**src/rtl/chg_pkg.sv**
```systemverilog
// Shared types for the charge sequencing controller.
// Assumes one clock domain; all encodings are fixed by the port-level contract.
package chg_pkg;

    typedef enum logic [2:0] {
        ST_IDLE  = 3'd0,
        ST_PRE   = 3'd1,
        ST_FAST  = 3'd2,
        ST_CV    = 3'd3,
        ST_PAUSE = 3'd4,
        ST_DONE  = 3'd5,
        ST_STOP  = 3'd6,
        ST_OVC   = 3'd7
    } chg_state_e;

    localparam logic [1:0] PH_OFF = 2'd0;
    localparam logic [1:0] PH_PRE = 2'd1;
    localparam logic [1:0] PH_CC  = 2'd2;
    localparam logic [1:0] PH_CV  = 2'd3;

    localparam logic [2:0] STS_IDLE = 3'd0;
    localparam logic [2:0] STS_CHG  = 3'd1;
    localparam logic [2:0] STS_EOC  = 3'd2;
    localparam logic [2:0] STS_OVC  = 3'd3;
    localparam logic [2:0] STS_TMO  = 3'd4;
    localparam logic [2:0] STS_LOW  = 3'd5;
    localparam logic [2:0] STS_TEMP = 3'd6;
    localparam logic [2:0] STS_DEAD = 3'd7;

    // Index of each deglitch window in the window bank
    localparam int DG_N    = 5;
    localparam int DG_P2F  = 0;
    localparam int DG_LOW  = 1;
    localparam int DG_EOC  = 2;
    localparam int DG_RCH  = 3;
    localparam int DG_DEAD = 4;

endpackage

```
**src/rtl/chg_deglitch.sv**
```systemverilog
// Deglitch window: hit goes high once cond has stayed high for LEN ticks.
// Any cycle with cond low clears the count. Assumes LEN >= 1.
module chg_deglitch #(
    parameter int unsigned LEN = 100
) (
    input  logic clk,
    input  logic rst_n,
    input  logic tick,
    input  logic cond,
    output logic hit
);
    localparam int unsigned CW = $clog2(LEN + 1);
    localparam logic [CW-1:0] TOP = CW'(LEN);

    logic [CW-1:0] cnt;

    // Count ticks while the condition holds; saturate at the window length
    always_ff @(posedge clk) begin
        if (!rst_n || !cond) begin
            cnt <= '0;
        end else if (tick && cnt != TOP) begin
            cnt <= cnt + 1'b1;
        end
    end

    assign hit = cond && (cnt == TOP);

endmodule

```
**src/rtl/chg_phase_timer.sv**
```systemverilog
// Phase timeout counter: counts ticks up to lim, and flags expiry.
// Assumes lim changes only in a cycle where clr is high.
module chg_phase_timer #(
    parameter int unsigned W = 25
) (
    input  logic         clk,
    input  logic         rst_n,
    input  logic         tick,
    input  logic         clr,
    input  logic [W-1:0] lim,
    output logic         expired
);
    logic [W-1:0] cnt;

    // Clear on request, else advance once per tick until the limit
    always_ff @(posedge clk) begin
        if (!rst_n || clr) begin
            cnt <= '0;
        end else if (tick && cnt != lim) begin
            cnt <= cnt + 1'b1;
        end
    end

    assign expired = (cnt == lim);

endmodule

```
**src/rtl/chg_fsm.sv**
```systemverilog
// Charge sequencing state machine. It takes the deglitched events and the
// timer expiry, and decides phase, path and status. Priority: input loss,
// overcharge hold, overcharge entry, enable low, then per-state rules.
module chg_fsm
    import chg_pkg::*;
(
    input  logic       clk,
    input  logic       rst_n,
    input  logic       in_valid,
    input  logic       chg_en,
    input  logic       bat_above_pre,
    input  logic       bat_at_float,
    input  logic       bat_over,
    input  logic       temp_ok,
    input  logic       p2f_hit,
    input  logic       low_hit,
    input  logic       eoc_hit,
    input  logic       rechg_hit,
    input  logic       dead_hit,
    input  logic       tmo,
    output chg_state_e state,
    output logic       in_pre,
    output logic       tmr_clr,
    output logic [1:0] phase,
    output logic       path_en,
    output logic [2:0] status
);
    chg_state_e state_q, state_d, rsm_q, rsm_d;
    logic [2:0] cause_q, cause_d;
    logic       running;

    // Next-state selection
    always_comb begin
        state_d = state_q;
        rsm_d   = rsm_q;
        cause_d = cause_q;
        if (!in_valid) begin
            state_d = ST_IDLE;
        end else if (state_q == ST_OVC) begin
            state_d = ST_OVC;
        end else if (bat_over) begin
            state_d = ST_OVC;
        end else if (!chg_en) begin
            state_d = ST_IDLE;
        end else begin
            case (state_q)
                ST_IDLE: state_d = bat_above_pre ? ST_FAST : ST_PRE;
                ST_PRE: begin
                    if (tmo) begin
                        state_d = ST_STOP; cause_d = STS_TMO;
                    end else if (dead_hit) begin
                        state_d = ST_STOP; cause_d = STS_DEAD;
                    end else if (!temp_ok) begin
                        state_d = ST_PAUSE; rsm_d = ST_PRE;
                    end else if (p2f_hit) begin
                        state_d = ST_FAST;
                    end
                end
                ST_FAST: begin
                    if (tmo) begin
                        state_d = ST_STOP; cause_d = STS_TMO;
                    end else if (low_hit) begin
                        state_d = ST_STOP; cause_d = STS_LOW;
                    end else if (!temp_ok) begin
                        state_d = ST_PAUSE; rsm_d = ST_FAST;
                    end else if (bat_at_float) begin
                        state_d = ST_CV;
                    end
                end
                ST_CV: begin
                    if (tmo) begin
                        state_d = ST_STOP; cause_d = STS_TMO;
                    end else if (!temp_ok) begin
                        state_d = ST_PAUSE; rsm_d = ST_CV;
                    end else if (eoc_hit) begin
                        state_d = ST_DONE;
                    end
                end
                ST_PAUSE: begin
                    if (tmo) begin
                        state_d = ST_STOP; cause_d = STS_TMO;
                    end else if (temp_ok) begin
                        state_d = rsm_q;
                    end
                end
                ST_DONE: begin
                    if (rechg_hit) state_d = bat_above_pre ? ST_FAST : ST_PRE;
                end
                default: state_d = state_q;
            endcase
        end
    end

    // State, resume target and stop cause registers
    always_ff @(posedge clk) begin
        if (!rst_n) begin
            state_q <= ST_IDLE;
            rsm_q   <= ST_PRE;
            cause_q <= STS_TMO;
        end else begin
            state_q <= state_d;
            rsm_q   <= rsm_d;
            cause_q <= cause_d;
        end
    end

    assign running = (state_q == ST_PRE) || (state_q == ST_FAST) ||
                     (state_q == ST_CV)  || (state_q == ST_PAUSE);
    assign in_pre  = (state_q == ST_PRE) || (state_q == ST_PAUSE && rsm_q == ST_PRE);
    assign tmr_clr = !running || (state_q == ST_PRE && state_d == ST_FAST);
    assign state   = state_q;

    // Output decode from the current state
    always_comb begin
        phase  = PH_OFF;
        status = STS_IDLE;
        case (state_q)
            ST_PRE:   begin phase = PH_PRE; status = STS_CHG; end
            ST_FAST:  begin phase = PH_CC;  status = STS_CHG; end
            ST_CV:    begin phase = PH_CV;  status = STS_CHG; end
            ST_PAUSE: status = STS_TEMP;
            ST_DONE:  status = STS_EOC;
            ST_STOP:  status = cause_q;
            ST_OVC:   status = STS_OVC;
            default:  status = STS_IDLE;
        endcase
    end

    assign path_en = (state_q == ST_PRE) || (state_q == ST_FAST) || (state_q == ST_CV);

endmodule

```
**src/rtl/chg_seq_ctrl.sv**
```systemverilog
// Top of the charge sequencing controller. It gates the comparator flags by
// state into a bank of deglitch windows, runs one phase timer whose limit
// follows the phase, and drives the state machine. Lengths are in ticks.
module chg_seq_ctrl
    import chg_pkg::*;
#(
    parameter int unsigned P2F_DG   = 100,
    parameter int unsigned LOW_DG   = 10,
    parameter int unsigned EOC_DG   = 100,
    parameter int unsigned RECHG_DG = 1200,
    parameter int unsigned DEAD_DG  = 16000,
    parameter int unsigned PRE_TMO  = 1800000,
    parameter int unsigned FAST_TMO = 18000000
) (
    input  logic       clk,
    input  logic       rst_n,
    input  logic       ms_tick,
    input  logic       in_valid,
    input  logic       chg_en,
    input  logic       auto_rechg_en,
    input  logic       bat_above_pre,
    input  logic       bat_at_float,
    input  logic       cur_below_term,
    input  logic       bat_below_rechg,
    input  logic       bat_below_1v,
    input  logic       bat_over,
    input  logic       temp_ok,
    output logic [1:0] phase,
    output logic       path_en,
    output logic [2:0] status
);
    localparam int unsigned TMO_MAX = (PRE_TMO > FAST_TMO) ? PRE_TMO : FAST_TMO;
    localparam int unsigned TW = $clog2(TMO_MAX + 1);
    localparam int unsigned DG_LEN [DG_N] = '{P2F_DG, LOW_DG, EOC_DG, RECHG_DG, DEAD_DG};

    chg_state_e     state;
    logic           in_pre, tmr_clr, tmo;
    logic [DG_N-1:0] dg_cond, dg_hit;
    logic [TW-1:0]  tmo_lim;

    // Each window only counts in the state where its flag matters
    always_comb begin
        dg_cond          = '0;
        dg_cond[DG_P2F]  = (state == ST_PRE)  && bat_above_pre;
        dg_cond[DG_LOW]  = (state == ST_FAST) && !bat_above_pre;
        dg_cond[DG_EOC]  = (state == ST_CV)   && cur_below_term;
        dg_cond[DG_RCH]  = (state == ST_DONE) && bat_below_rechg && auto_rechg_en;
        dg_cond[DG_DEAD] = (state == ST_PRE)  && bat_below_1v;
    end

    for (genvar g = 0; g < DG_N; g++) begin : g_dg
        chg_deglitch #(.LEN(DG_LEN[g])) u_dg (
            .clk  (clk),
            .rst_n(rst_n),
            .tick (ms_tick),
            .cond (dg_cond[g]),
            .hit  (dg_hit[g])
        );
    end

    assign tmo_lim = in_pre ? TW'(PRE_TMO) : TW'(FAST_TMO);

    chg_phase_timer #(.W(TW)) u_tmr (
        .clk    (clk),
        .rst_n  (rst_n),
        .tick   (ms_tick),
        .clr    (tmr_clr),
        .lim    (tmo_lim),
        .expired(tmo)
    );

    chg_fsm u_fsm (
        .clk          (clk),
        .rst_n        (rst_n),
        .in_valid     (in_valid),
        .chg_en       (chg_en),
        .bat_above_pre(bat_above_pre),
        .bat_at_float (bat_at_float),
        .bat_over     (bat_over),
        .temp_ok      (temp_ok),
        .p2f_hit      (dg_hit[DG_P2F]),
        .low_hit      (dg_hit[DG_LOW]),
        .eoc_hit      (dg_hit[DG_EOC]),
        .rechg_hit    (dg_hit[DG_RCH]),
        .dead_hit     (dg_hit[DG_DEAD]),
        .tmo          (tmo),
        .state        (state),
        .in_pre       (in_pre),
        .tmr_clr      (tmr_clr),
        .phase        (phase),
        .path_en      (path_en),
        .status       (status)
    );

endmodule

```
**config.mk**
```make
export PLATFORM = sky130hd
export DESIGN_NAME = chg_seq_ctrl
export DESIGN_NICKNAME = d
export VERILOG_FILES = /design/src/rtl/chg_pkg.sv /design/src/rtl/chg_deglitch.sv /design/src/rtl/chg_phase_timer.sv /design/src/rtl/chg_fsm.sv /design/src/rtl/chg_seq_ctrl.sv
export SDC_FILE = /design/constraint.sdc
export NUM_CORES = 1
export LEC_CHECK = 0
export BUFFER_PORTS_ARGS = -buffer_cell sky130_fd_sc_hd__buf_2
export CAP_MARGIN = 20
export CORE_MARGIN = 2
export CORE_UTILIZATION = 55
export CTS_CLUSTER_DIAMETER = 100
export DETAILED_ROUTE_END_ITERATION = 8
export PLACE_DENSITY = 0.71
export SETUP_SLACK_MARGIN = 0.15
export SYNTH_ARGS = -nofsm -noshare
export SYNTH_HDL_FRONTEND = slang
export SYNTH_SLANG_ARGS = --single-unit
```
**constraint.sdc**
```tcl
create_clock -name clk -period 4.95 [get_ports clk]
set_input_delay 0.495 -clock clk [delete_from_list [all_inputs] [get_ports clk]]
set_output_delay 0.495 -clock clk [all_outputs]
set_load 0.05 [all_outputs]
```
### Word-level counts from Yosys, hierarchy flattened

Cells that the tools add are included.

* register bits: 77
* bits of input ports: 13
* output and inout bits: 6

* $add $sub $neg: 6
* equality and inequality tests: 32
* muxes and demuxes: 38
* bitwise logic cells: 2
* reduce and logical (&&, ||, !) cells: 45

Operators with widths (number)
* $mux 3: 31
* $add 25x1->25 const B: 1
* $eq 25x25->1: 1
* $mux 25: 1
* $ne 25x25->1: 1
* $logic_and 1x1->1: 19
* $pmux 3 s3: 2
* $pmux 3 s6: 1
* $ne 2x2->1 const B: 8
* $pmux 3 s5: 1
* $add 14x1->14 const B: 1
* $add 7x1->7 const B: 2
* $eq 14x14->1 const B: 1
* $eq 7x7->1 const B: 2
* $ne 14x14->1 const B: 1
* $ne 7x7->1 const B: 2
* $reduce_and 13->1: 1
* $eq 3x3->1 const B: 4
* $add 11x1->11 const B: 1
* $eq 11x11->1 const B: 1
* $logic_or 1x1->1: 11
* $ne 11x11->1 const B: 1
* $eq 3x2->1 const B: 3
* $logic_not 1->1: 8
* other kinds (14): 18

### Logic depth before layout (Yosys ltp)

* depth in word-level cells: 16
* gate-level depth with buffers: 9
* gate-level depth less buffers: 8

### Hierarchy

From an unflattened synthesis, not the netlist that was laid out.

* cells, all modules: 531
* area, all modules: 4460.5 um2

Modules (own cells, without submodules)
* chg_phase_timer: instances 1, cells each 178, area each 1485.2 um2
* chg_deglitch (g_dg[0].u_dg ...): instances 2, cells each 41, area each 361.6 um2
* chg_fsm: instances 1, cells each 94, area each 710.7 um2
* chg_deglitch (g_dg[4].u_dg): instances 1, cells each 77, area each 690.7 um2
* chg_deglitch (g_dg[3].u_dg): instances 1, cells each 66, area each 563.0 um2
* chg_deglitch (g_dg[1].u_dg): instances 1, cells each 24, area each 219.0 um2
* chg_seq_ctrl: instances 1, cells each 10, area each 68.8 um2

### Least setup slack after synthesis

OpenSTA, ideal clock, no wires.

* path type: reg2out
* start: register u_fsm.state_q[1] (netlist: u_fsm.state[1])
* end: output port status[0]
* data arrival time: 1.719 ns
* required time: 4.455 ns
* slack: 2.736 ns
* cell stages (with the launch flop): 5
* path through: dfxtp_1 buf_6 clkbuf_1 o21ai_0 a21oi_1

* longest elaborated chain between the ends: 3
* elaborated cells on any way between the ends: 9

Ends and longest elaborated chain
* from (decl): RTL line chg_fsm.sv:28 `chg_state_e state_q, state_d, rsm_q, rsm_d;`
* from (signal assigned): RTL line chg_fsm.sv:101 `state_q <= state_d;`
* $eq 3x2->1 or $eq 3x1->1 (tied branches): RTL line chg_fsm.sv:117 `case (state_q)`
* $reduce_or 3->1 (no line)
* $pmux 3 s5 (*): RTL line chg_fsm.sv:117
* to (decl): RTL line chg_seq_ctrl.sv:30 `output logic [2:0] status`

Mark *: on every way between the ends. The rest lies on a longest branch, timed or not.

### Final worst setup path

Ends and elaborated chain as after synthesis.

==> results.md <==
- Outcome: completed
- Setup TNS: 0 ns
- Hold WS: between 0.4 and 0.5 ns
- Routed vias/inst: around 5.6
- CP Capture Type: primary output
- Seq/Total Area, Yosys: between 30% and 40%
- Setup-failing EPs final: 0
- Maximum VDD drop: roughly 0.18 mV
- Final Hold Vio Count: 0
- Total congestion overflow: 0
- Commonest non-fill, non-tap cell in the layout: dfxtp_1
- Worst-path maximum fanout: 25
- CP Data Arrival Time: 1.95 ns
- Gr usage total: 21.4%
- Setup CP Type: register to primary output
- RSZ-0062 raised after global routing: false
- Largest net degree at the start of global routing: 26
- Worst Max-Slew Pin Slew: 0.817 ns
- Width of the die: between 80 and 90 microns
- CP endpoint: status[0]
- Crit-path cells: nor2_1 -> a21oi_1 -> buf_2
- Worst-skew pair later-pin latency: ~0.34 ns
- Area post-placement: roughly 0.0041 sq mm
- CTS clk-pin slew, worst paths: 0.08 ns
- Final Max Slew Viols: 0
- Die Y: between 80 and 90 microns
- Pwr/cell area: ~280 mW/mm^2
- Highest-count cells in the layout ignoring fill and taps: dfxtp_1, nor2_1, nand2_1
- Netlist cell types: 56
- Vias in the first global route: about 3100
- DP HPWL: between 5 and 6 mm
- Post-CTS Repair Setup Buffers: 0
- Drt first-iter violations: ~270
- Worst Skew: about 0.0066 ns
- Number of synthesized flops with an enable pin: 0
- P&R area growth vs syn: 8.64%
- Depth of the CTS H-tree: 3
- Max Root-Sink Buffers: 2
- CTS resizes: 0
- CP peak stage delay: ~0.86 ns
- Input/output buffers: 18
- Die ar.: ~0.0080 sq mm
- Hold-fix buffers, CTS: 0
- Main flop type after synthesis: dfxtp_1
- Total Wirelength: about 8 mm
- Yosys top cell by area: dfxtp_1
- Antenna-violating nets left: 0
- Syn_area_per_cell: between 8 and 9 sq um
- Post-layout util: approximately three fifths
- Worst setup SP type: register
- Slowest cell on the critical path: dfxtp_1
- First-pass GRT wire length: between 10 and 15 mm
- DRC: 0
- Cells after Synth: between 400 and 500
- Initial Util: a little under three fifths
- Setup slack, reg-to-reg: about 2.6 ns
- Row count: 31
- FF-to-FF Start: u_fsm.state[2]
- Antenna violations before repair: 0
- Top post-synthesis cells by area: dfxtp_1, xor2_1, nor2_1
- Clk sinks: 75
- Fin crit period: about 2.4 ns
- Clock root cell: clkbuf_8
- Via count: about 3400
- Crit path max-delay family: flip-flops
- Max cap viols: 0
- Final Cell Area: 0.00437 sq mm
- Cts bufs inserted: 9
- Max Fclk: 0.409 GHz
- Core ar.: 0.00718 sq mm
- Overall power: 1.22 mW
- Antenna Diode Count: 0
- Worst Path Required: 4.45 ns
- Synth Register Bits: 75
- Syn_nets: 506
- Drt wl/cell: about 13 microns
- FF-to-FF End: u_tmr.cnt[12]
- CTS tree: yes
- Static Leakage: around 1.5 nW
- HP Class: input pin to register
- # nets final: between 500 and 600
- TritonRoute pass-1 iters: 4
- FFs w/ async S/R, synth: 0%
- Area share of the largest cell type after synthesis: between 30% and 40%
- Worst path bufs/invs: 1
- Synthesized cell area: a little over 0.004 sq mm
- Max-slew headroom: 45.4%
- Placer Congestion: 0.877
- Share of layout cells above drive strength 1: 9.62%
- Io pins: 19
- Crit path from: u_fsm.state[1]
- Crit share post-route: about 50%
- R2r worst-path depth: 6
- Ys Warns: 0
- Logic depth of the worst setup path including buffers: 3
==> per-layer routing <==
| metal | global-route usage [%] | vias to the layer above | part of all wire, % |
|---|---|---|---|
| met1 | 27.8 | 1579 | 46 |
| met2 | 34.9 | 75 | 48 |
| met4 | 6.38 | 0 | 0.83 |
| met3 | 5.91 | 6 | 5.2 |
| li1 | - | 1715 | - |
| met5 | 0 | - | 0 |
==> metrics by stage <==
stage               cells  worst slack, ns
finish                598             2.51
global route          598             2.35
CTS                   598             2.49
detailed placement    582             2.66
global placement      582             2.73
floorplan             481             2.74
==> Yosys cell counts (12+ instances only) <==
| master | number |
|---|---|
| o21ai_0 | 22 |
| and3_1 | 14 |
| nand2_1 | 45 |
| inv_1 | 18 |
| a21oi_1 | 22 |
| xor2_1 | 41 |
| nand3_1 | 25 |
| nand4_1 | 21 |
| nor2_1 | 69 |
| ha_1 | 12 |
| xnor2_1 | 13 |
| dfxtp_1 | 75 |
==> kinds of logic after synthesis <==
family / Yosys count / synth area share (%)
simple gates: 237 / 32.2
xor+xnor: 54 / 11.8
fa+ha+maj: 12 / 3.73
mux: 2 / 0.498
flops: 75 / 37.3
buf+inv: 34 / 3.95
compound gates: 67 / 10.6
==> flip-flops by register name, indices dropped and copies added (netlist names) <==
register,cells
u_tmr.cnt,25
u_fsm.cause_q,2
u_fsm.state,3
u_fsm.rsm_q,2
g_dg.u_dg.cnt,43
==> worst min path at each step <==
stage	from	to	slack, ns	cells after the start
after floorplan	g_dg[4].u_dg.cnt[13]	g_dg[4].u_dg.cnt[13]	0.46	2
after global placement	g_dg[4].u_dg.cnt[13]	g_dg[4].u_dg.cnt[13]	0.48	2
after detailed placement	g_dg[3].u_dg.cnt[1]	g_dg[3].u_dg.cnt[1]	0.49	2
after CTS	rst_n	u_fsm.rsm_q[0]	0.42	2
after global routing	rst_n	u_fsm.rsm_q[0]	0.44	2
final	rst_n	u_fsm.rsm_q[0]	0.45	2
==> area by class of cell <==
| type | count | area, sq um |
|---|---|---|
| clock buffers | 9 | 124 |
| clock inverters | 7 | 101 |
| fillers | 622 | 2800 |
| inverters | 18 | 67.6 |
| multi-input cells | 372 | 2360 |
| flip-flops and latches | 75 | 1500 |
| well taps | 99 | 124 |
| repair buffers | 18 | 90.1 |
==> power breakdown <==
part / internal, mW / leakage, nW / switching (mW)
clock network: 0.287 / 0.106 / 0.236
logic: 0.0278 / 0.788 / 0.0561
registers: 0.606 / 0.604 / 0.00948
total: 0.920 / 1.50 / 0.301
Power figures use the tool's default switching activity.
